File: src/rtl/sb_pkg.sv
package sb_pkg;
  localparam int NUM_UNITS = 4;
  localparam int UNIT_W    = 2;

  typedef enum logic [UNIT_W-1:0] {
    U_INT = 2'd0,
    U_ADD = 2'd1,
    U_MUL = 2'd2,
    U_DIV = 2'd3
  } unit_e;
endpackage

File: src/rtl/sb_pending.sv
module sb_pending #(
  parameter int NREG  = 32,
  parameter int REG_W = $clog2(NREG)
) (
  input  logic             clk,
  input  logic             rst,
  input  logic             set_en,
  input  logic [REG_W-1:0] set_idx,
  input  logic             clr_en,
  input  logic [REG_W-1:0] clr_idx,
  output logic [NREG-1:0]  pend
);
  for (genvar i = 0; i < NREG; i++) begin : g_bit
    always_ff @(posedge clk) begin
      if (rst)
        pend[i] <= 1'b0;
      else if (set_en && set_idx == REG_W'(i))
        pend[i] <= 1'b1;
      else if (clr_en && clr_idx == REG_W'(i))
        pend[i] <= 1'b0;
    end
  end
endmodule

File: src/rtl/sb_unit_busy.sv
module sb_unit_busy
  import sb_pkg::*;
#(
  parameter int NU = NUM_UNITS
) (
  input  logic              clk,
  input  logic              rst,
  input  logic              claim_en,
  input  logic [UNIT_W-1:0] claim_idx,
  input  logic [NU-1:0]     free,
  output logic [NU-1:0]     busy
);
  for (genvar k = 0; k < NU; k++) begin : g_unit
    always_ff @(posedge clk) begin
      if (rst)
        busy[k] <= 1'b0;
      else if (claim_en && claim_idx == UNIT_W'(k))
        busy[k] <= 1'b1;
      else if (free[k])
        busy[k] <= 1'b0;
    end
  end
endmodule

File: src/rtl/sb_wb_slots.sv
module sb_wb_slots #(
  parameter int MAXLAT = 6,
  parameter int LW     = $clog2(MAXLAT + 1)
) (
  input  logic          clk,
  input  logic          rst,
  input  logic          book_en,
  input  logic [LW-1:0] book_lat,
  input  logic [LW-1:0] check_lat,
  output logic          taken
);
  // slots[k] set: a register write is booked k cycles from now
  logic [MAXLAT:1] slots;

  for (genvar k = 1; k <= MAXLAT; k++) begin : g_slot
    logic older;
    if (k < MAXLAT) begin : g_shift
      assign older = slots[k+1];
    end else begin : g_top
      assign older = 1'b0;
    end
    always_ff @(posedge clk) begin
      if (rst)
        slots[k] <= 1'b0;
      else
        slots[k] <= older | (book_en && book_lat == LW'(k + 1));
    end
  end

  assign taken = (check_lat >= LW'(1)) && (check_lat <= LW'(MAXLAT)) && slots[check_lat];
endmodule

File: src/rtl/issue_scoreboard.sv
module issue_scoreboard
  import sb_pkg::*;
#(
  parameter int NREG    = 32,
  parameter int REG_W   = $clog2(NREG),
  parameter int LAT_INT = 1,
  parameter int LAT_ADD = 2,
  parameter int LAT_MUL = 4,
  parameter int LAT_DIV = 6
) (
  input  logic                 clk,
  input  logic                 rst,
  input  logic                 in_valid,
  input  logic [UNIT_W-1:0]    in_unit,
  input  logic                 in_has_dst,
  input  logic [REG_W-1:0]     in_dst,
  input  logic [REG_W-1:0]     in_src1,
  input  logic [REG_W-1:0]     in_src2,
  input  logic                 wb_valid,
  input  logic [REG_W-1:0]     wb_reg,
  input  logic [NUM_UNITS-1:0] unit_free,
  output logic                 iss_ok,
  output logic                 iss_stall,
  output logic [NUM_UNITS-1:0] iss_unit
);
  localparam int MAX_AB = (LAT_INT > LAT_ADD) ? LAT_INT : LAT_ADD;
  localparam int MAX_CD = (LAT_MUL > LAT_DIV) ? LAT_MUL : LAT_DIV;
  localparam int MAXLAT = (MAX_AB > MAX_CD) ? MAX_AB : MAX_CD;
  localparam int LW     = $clog2(MAXLAT + 1);

  logic [NREG-1:0]      pend;
  logic [NUM_UNITS-1:0] busy;
  logic [LW-1:0]        lat;
  logic                 slot_taken;
  logic                 unit_hold, raw_hit, waw_hit, wb_clash, grant;

  always_comb begin
    unique case (unit_e'(in_unit))
      U_INT:   lat = LW'(LAT_INT);
      U_ADD:   lat = LW'(LAT_ADD);
      U_MUL:   lat = LW'(LAT_MUL);
      default: lat = LW'(LAT_DIV);
    endcase
  end

  assign unit_hold = busy[in_unit];
  assign raw_hit   = pend[in_src1] | pend[in_src2];
  assign waw_hit   = in_has_dst & pend[in_dst];
  assign wb_clash  = in_has_dst & slot_taken;
  assign grant     = in_valid & ~unit_hold & ~raw_hit & ~waw_hit & ~wb_clash;

  sb_pending #(.NREG(NREG), .REG_W(REG_W)) u_pend (
    .clk     (clk),
    .rst     (rst),
    .set_en  (grant & in_has_dst),
    .set_idx (in_dst),
    .clr_en  (wb_valid),
    .clr_idx (wb_reg),
    .pend    (pend)
  );

  sb_unit_busy #(.NU(NUM_UNITS)) u_busy (
    .clk       (clk),
    .rst       (rst),
    .claim_en  (grant),
    .claim_idx (in_unit),
    .free      (unit_free),
    .busy      (busy)
  );

  sb_wb_slots #(.MAXLAT(MAXLAT), .LW(LW)) u_slots (
    .clk       (clk),
    .rst       (rst),
    .book_en   (grant & in_has_dst),
    .book_lat  (lat),
    .check_lat (lat),
    .taken     (slot_taken)
  );

  always_ff @(posedge clk) begin
    if (rst) begin
      iss_ok    <= 1'b0;
      iss_stall <= 1'b0;
      iss_unit  <= '0;
    end else begin
      iss_ok    <= grant;
      iss_stall <= in_valid & ~grant;
      iss_unit  <= grant ? (NUM_UNITS'(1) << in_unit) : '0;
    end
  end
endmodule

File: config.mk
export PLATFORM = sky130hd
export DESIGN_NAME = issue_scoreboard
export DESIGN_NICKNAME = d
export VERILOG_FILES = /design/src/rtl/sb_pkg.sv /design/src/rtl/sb_pending.sv /design/src/rtl/sb_unit_busy.sv /design/src/rtl/sb_wb_slots.sv /design/src/rtl/issue_scoreboard.sv
export SDC_FILE = /design/constraint.sdc
export NUM_CORES = 1
export LEC_CHECK = 0
export ABC_AREA = 1
export BUFFER_PORTS_ARGS = -buffer_cell sky130_fd_sc_hd__buf_2
export CAP_MARGIN = 0
export CORE_MARGIN = 5
export CORE_UTILIZATION = 57
export CTS_CLUSTER_DIAMETER = 120
export DETAILED_ROUTE_END_ITERATION = 7
export HOLD_SLACK_MARGIN = 0.1
export MAX_ROUTING_LAYER = met4
export PLACE_DENSITY = 0.78
export REMOVE_ABC_BUFFERS = 1
export SETUP_SLACK_MARGIN = 0.02
export SLEW_MARGIN = 25
export SYNTH_ARGS = -nofsm -noshare
export SYNTH_HDL_FRONTEND = slang
export SYNTH_HIERARCHICAL = 1
export SYNTH_SLANG_ARGS = --single-unit
File: constraint.sdc
create_clock -name clk -period 2.3 [get_ports clk]
set_clock_uncertainty 0.15 [all_clocks]
set_input_delay 0.115 -clock clk [delete_from_list [all_inputs] [get_ports clk]]
set_output_delay 0.115 -clock clk [all_outputs]
set_load 0.02 [all_outputs]
==> impl_metrics.yaml, run 1 <==
finish:
  drive_gt1_share_pct: 24.01
  final_area_um2: 4018
  syn_to_final_growth_pct: 16.34
  fillers: 546
  n_antenna_cell: 0
  fin_nets: 659
yosys:
  synth.area.top_cells: "dfxtp_1 (28%), nand2_1 (22%), nand3_1 (13%)"
  yosys.area.top_type: "dfxtp_1"
  ys_ff_latch: 48
  ys_async_sr_fraction_pct: 0
  yosys_warnings: 6
  yosysMostFrequentCell: "nand2_1"
  netlist_area_um2: 3453
  synth-main-ff-cell: "dfxtp_1"
  synth_edf_count: 0
  synth_common_cells: "nand2_1 (206), nand3_1 (93), inv_1 (75)"
  avgSynthCellArea_um2: 6.006
  synth.distinct_cells: 29
  synth_top_area_share_pct: 27.83
  synthCells: 575
  seq_area_frac_synth_pct: 27.83
setup_path:
  cp_top_family: "simple AND/OR/NAND/NOR gates"
  cp_num_buf_inv: 3
  crit_fanout: 8
  crit_arrival_ns: 2.24
  max_stage_delay_ns: 0.35
  crit_top_cell: "nand2_1"
  worstSetupPathType: "flop to flop"
  cp_data_required_time_ns: 2.38
  endpoint_kind: "flop"
  start_kind: "flop"
  crit_path_top_delay_cell: "dfxtp_2"
  cp_cell_sequence: "inv_2 -> nand2_1 -> nand3_1 -> nand2_1 -> a21oi_2 -> nand2_1 -> nand3_2 -> nand3_2 -> nor2_4 -> nand2_2 -> nor2_4 -> inv_2 -> nor2_4 -> buf_12 -> nand2_1 -> a21oi_2"
clock_tree:
  clockRootBuffer: "clkbuf_8"
  cts_buffer_depth: 2
  clock_latency_ns: 0.31
  cts_sinks: 48
  path_clk_slew_ns: 0.09
  htreeDepth: 2
  cts_made_buffers: 5
  cts_tree: "yes"
detailed_routing:
  vias: 3886
  viasPerCell: 5.520
  drt-initial-drc-count: 435
  wl_per_cell_um: 14.42
  remaining_drc_errors: 0
  ant_nets: 0
  drtPass1Iterations: 5
  wl_um: 10150
floorplanning:
  start_util_pct: 58.33
  die_area_um2: 7715
  die_y_um: 87.84
  pin_count: 37
  coreArea_um2: 5921
  die_x_um: 87.84
  core.rowCount: 28
global_route:
  overflow: 0
  first_global_vias: 3413
  grt_usage_pct: 27.60
  grt_antenna_before_repair: 0
  grt_pass1_wl_um: 16280
  grt_max_degree: 23
placement:
  hpwlAfterDp_um: 7087
  io_buffers: 36
  post_dp_cell_area_um2: 3662
  routabilityCongestion: 0.9606
sta:
  min_period_over_period_pct: 93.95
  hold_viol: 0
  tightest_slew_ns: 0.4790
  drv_slew: 0
  tns_ns: 0
  period_needed_ns: 2.161
  setup_viol: 0
  relSlewSlack_pct: 68.07
  rsz0062_at_grt: "false"
  holdWs_ns: 0.1168
  clock.fmax_mhz: 462.8
power:
  irDropWorstVdd_uv: 512.8
  leakage_nw: 1.854
  p_per_area_nw_per_um2: 460.6
  p_total_w: 0.001851
min_path:
  hp-class: "input port to flop"
run:
  maxCapViolations: 0
outcome:
  status: "complete, no violations"
-- kinds of logic after synthesis --
group	after synthesis	synth area share (%)
AO/OA/AOI/OAI	61	10.69
AND/OR/NAND/NOR	360	46.92
flip-flops	48	27.83
buffers and inverters	106	14.57
-- routing by layer --
| layer | vias up | GRT usage, % | wire length [µm] |
|---|---|---|---|
| li1 | 1914 | - | - |
| met1 | 1745 | 37.56 | 4359 |
| met5 | - | - | 0 |
| met3 | 42 | 4.421 | 883 |
| met2 | 185 | 40.62 | 4539 |
| met4 | 0 | 11.16 | 367 |
-- stage by stage --
step | instances | setup WS (ns) | util, %
after CTS | 700 | 0.05413 | 66.04
final | 704 | 0.1392 | 67.86
after global routing | 704 | 0.001341 | 67.86
after detailed placement | 679 | 0.01763 | 61.86
after global placement | 679 | 0.08855 | 61.86
after floorplan | 555 | 0.2947 | -
-- timing repair --
action,in CTS,in global routing
endpoints found under the hold margin,17,1
gates resized for setup,0,45
hold buffers,12,2
buffers inserted,1,2
cloned,0,1
pin swaps,1,11
setup endpoints to repair,2,34
-- where the power goes --
part           internal [W]  total (W)  switching [W]
Combinational      0.000143   0.000399       0.000255
Sequential         0.000838   0.000843     0.00000421
Clock              0.000323   0.000609       0.000286
Total               0.00130    0.00185       0.000546
-- area by class of cell --
cell class | instances | area, µm² | share of cell area [%]
clock buffer | 6 | 72.57 | 1.806
tap | 75 | 93.84 | 2.336
multi-input combinational | 421 | 2023 | 50.36
inverter | 86 | 335.3 | 8.346
timing repair buffer | 66 | 483.0 | 12.02
clock inverter | 2 | 35.03 | 0.8720
sequential | 48 | 974.7 | 24.26
-- registers in the layout, indices dropped and copies added (netlist names) --
| register | flops |
|---|---|
| iss_ok | 1 |
| iss_stall | 1 |
| iss_unit | 4 |
| u_busy/busy | 4 |
| u_pend/pend | 32 |
| u_slots/g_slot.older | 5 |
| u_slots/slots | 1 |
-- cells in the final DEF (no fill, tap or decap), types with 2 or more instances in the layout --
| master | synthesis | final |
|---|---|---|
| buf_12 | 1 | 2 |
| nand3b_1 | 2 | 2 |
| a21oi_1 | 35 | 32 |
| buf_4 | 3 | 14 |
| o211ai_1 | 4 | 4 |
| clkbuf_8 | 1 | 5 |
| nand4_1 | 2 | 2 |
| inv_1 | 75 | 56 |
| nand2_1 | 206 | 204 |
| inv_2 | 10 | 27 |
| a21oi_2 | 11 | 14 |
| nand2_2 | 13 | 15 |
| dlygate4sd3_1 | 0 | 12 |
| nor2_4 | 7 | 8 |
| o21ai_1 | 2 | 2 |
| nor2_1 | 26 | 25 |
| o22ai_1 | 2 | 2 |
| dfxtp_2 | 0 | 11 |
| dfxtp_1 | 48 | 37 |
| buf_2 | 2 | 36 |
| o21ai_0 | 5 | 5 |
| nor2_2 | 3 | 3 |
| nand3_1 | 93 | 91 |
| nand3_2 | 6 | 8 |
-- tightest hold or removal path, delay by kind of cell --
kind | cells | cell delay [ns]
and+or+nand+nor | 3 | 0.20
AOI/OAI and AO/OA | 1 | 0.10
buffers and inverters | 1 | 0.14
-- final timing paths --
check | start | to | slack (ns) | cells after the start
hold reg to reg | u_slots/g_slot[1].older | u_slots/slots[1] | 0.31 | 2
hold / removal | wb_reg[3] | u_pend/pend[23] | 0.12 | 5
setup reg to reg | u_pend/pend[5] | u_pend/pend[6] | 0.14 | 16
setup / recovery | u_pend/pend[5] | u_pend/pend[6] | 0.14 | 16
Power figures use the tool's default switching activity.
==> inputs of run 2 (changes only) <==
clock period = 2.5 ns   (was 2.3 ns; I/O delays follow)
==> impl_metrics.yaml, run 2 (synthesized netlist as in run 1, its figures left out) <==
outcome:
  status: "complete, no violations"
run:
  maxCapViolations: 0
setup_path:
  endpoint_kind: "flop"
  cp_data_required_time_ns: 2.61
  reg2regPathDepth: 14
  reg2reg_setup_slack_ns: 0.15
  crit_fanout: 11
  crit_arrival_ns: 2.48
  start_kind: "input port"
  worstSetupPathType: "input port to flop"
finish:
  fillers: 537
  layout_commonest_cell: "nand2_1"
  syn_to_final_growth_pct: 13.84
  layout_common_cells: "nand2_1 (205), nand3_1 (93), inv_1 (68)"
  utilization_pct: 66.40
  regMostFlops: "u_pend/pend"
  fin_nets: 654
  drive_gt1_share_pct: 18.75
  largest_register_ffs: 32
  n_antenna_cell: 0
  finalNonFillerCells: 699
detailed_routing:
  wl_um: 9993
  remaining_drc_errors: 0
  wl_per_cell_um: 14.30
  drt-initial-drc-count: 395
  drtPass1Iterations: 6
  ant_nets: 0
  vias: 3884
  viasPerCell: 5.557
clock_tree:
  htreeDepth: 2
  cts_sinks: 48
  clockRootBuffer: "clkbuf_8"
  cts_buffer_depth: 2
  cts_tree: "yes"
  clock_latency_ns: 0.31
  path_clk_slew_ns: 0.10
  cts_made_buffers: 5
sta:
  tightest_slew_ns: 0.5137
  drv_slew: 0
  setup_viol: 0
  rsz0062_at_grt: "false"
  clock.fmax_mhz: 421.3
  relSlewSlack_pct: 65.62
  tns_ns: 0
  hold_viol: 0
  min_period_over_period_pct: 94.94
  period_needed_ns: 2.373
global_route:
  grt_max_degree: 33
  grt_antenna_before_repair: 0
  first_global_vias: 3455
  grt_usage_pct: 27.41
  overflow: 0
  grt_pass1_wl_um: 16150
placement:
  place_inst: 672
  hpwlAfterDp_um: 6873
  routabilityCongestion: 0.9079
  io_buffers: 36
power:
  p_total_w: 0.001712
  leakage_nw: 1.821
  p_per_area_nw_per_um2: 435.4
  irDropWorstVdd_uv: 373.4
floorplanning:
  start_util_pct: 58.33
  core.rowCount: 28
  die_area_um2: 7715
  pin_count: 37
  die_x_um: 87.84
  die_y_um: 87.84
  coreArea_um2: 5921
min_path:
  holdPathStages: 4
  hp-class: "input port to flop"
==> run 2: cell count changes in the layout (fill, tap and decap cells not counted), sizes merged <==
cell / delta
inv: +1
dlygate4sd3: +5
clkinv: -1
clkinvlp: +1
buf: -8
dlymetal6s4s: -1
clkbuf: -2
==> run 2: critical path: stages <==
cell           delay [ns]
buf_2                0.10
buf_6                0.13
dlygate4sd3_1        0.57
inv_1                0.06
nand2_1              0.05
a21oi_1              0.07
a211oi_2             0.19
nand2_2              0.09
nor2_4               0.13
nand2_2              0.10
inv_4                0.09
nand3_1              0.08
a21oi_1              0.13
dlygate4sd3_1        0.55
==> run 2: final timing paths <==
kind | endpoint | from
setup reg to reg | u_busy/busy[1] | u_pend/pend[31]
hold reg to reg | u_pend/pend[14] | u_pend/pend[14]
hold / removal | u_slots/g_slot[1].older | in_unit[0]
setup / recovery | u_busy/busy[1] | in_unit[0]
==> run 2: layout make-up <==
cell class / count / area, µm² / share of cell area (%)
Multi-Input combinational cell: 421 / 2001 / 50.89
Sequential cell: 48 / 963.4 / 24.51
Timing Repair Buffer: 61 / 426.7 / 10.85
Inverter: 86 / 331.6 / 8.434
Tap cell: 75 / 93.84 / 2.387
Clock buffer: 5 / 68.82 / 1.750
Clock inverter: 3 / 46.29 / 1.178
==> run 2: report_power, final <==
| part | internal (W) | switching, W |
|---|---|---|
| registers | 0.000771 | 0.00000345 |
| clock network | 0.000302 | 0.000282 |
| logic | 0.000121 | 0.000233 |
| total | 0.00119 | 0.000518 |
==> run 2: per-layer routing <==
| metal | wire (µm) | part of all wire (%) | GRT usage, % |
|---|---|---|---|
| met2 | 4452 | 45 | 42.19 |
| met4 | 267 | 2.7 | 9.763 |
| met1 | 4445 | 44 | 35.93 |
| met5 | 0 | 0 | - |
| met3 | 827 | 8.3 | 4.986 |
==> run 2: through the flow <==
stage	cell area, µm²	worst slack, ns	hold WS, ns
after floorplan	3278	0.4847	0.03744
after global placement	3597	0.1817	0.2272
after detailed placement	3597	0.1066	0.2303
after CTS	3872	0.03954	0.1192
after global routing	3931	0.006055	0.1029
final	3931	0.1266	0.1001
==> run 2: what timing repair did <==
item                                    4_1_cts  5_1_grt
hold endpoints to repair                     29        3
resized for setup                             0       15
hold buffers                                 16        1
setup buffers                                 0        2
endpoints found under the setup margin        0       36
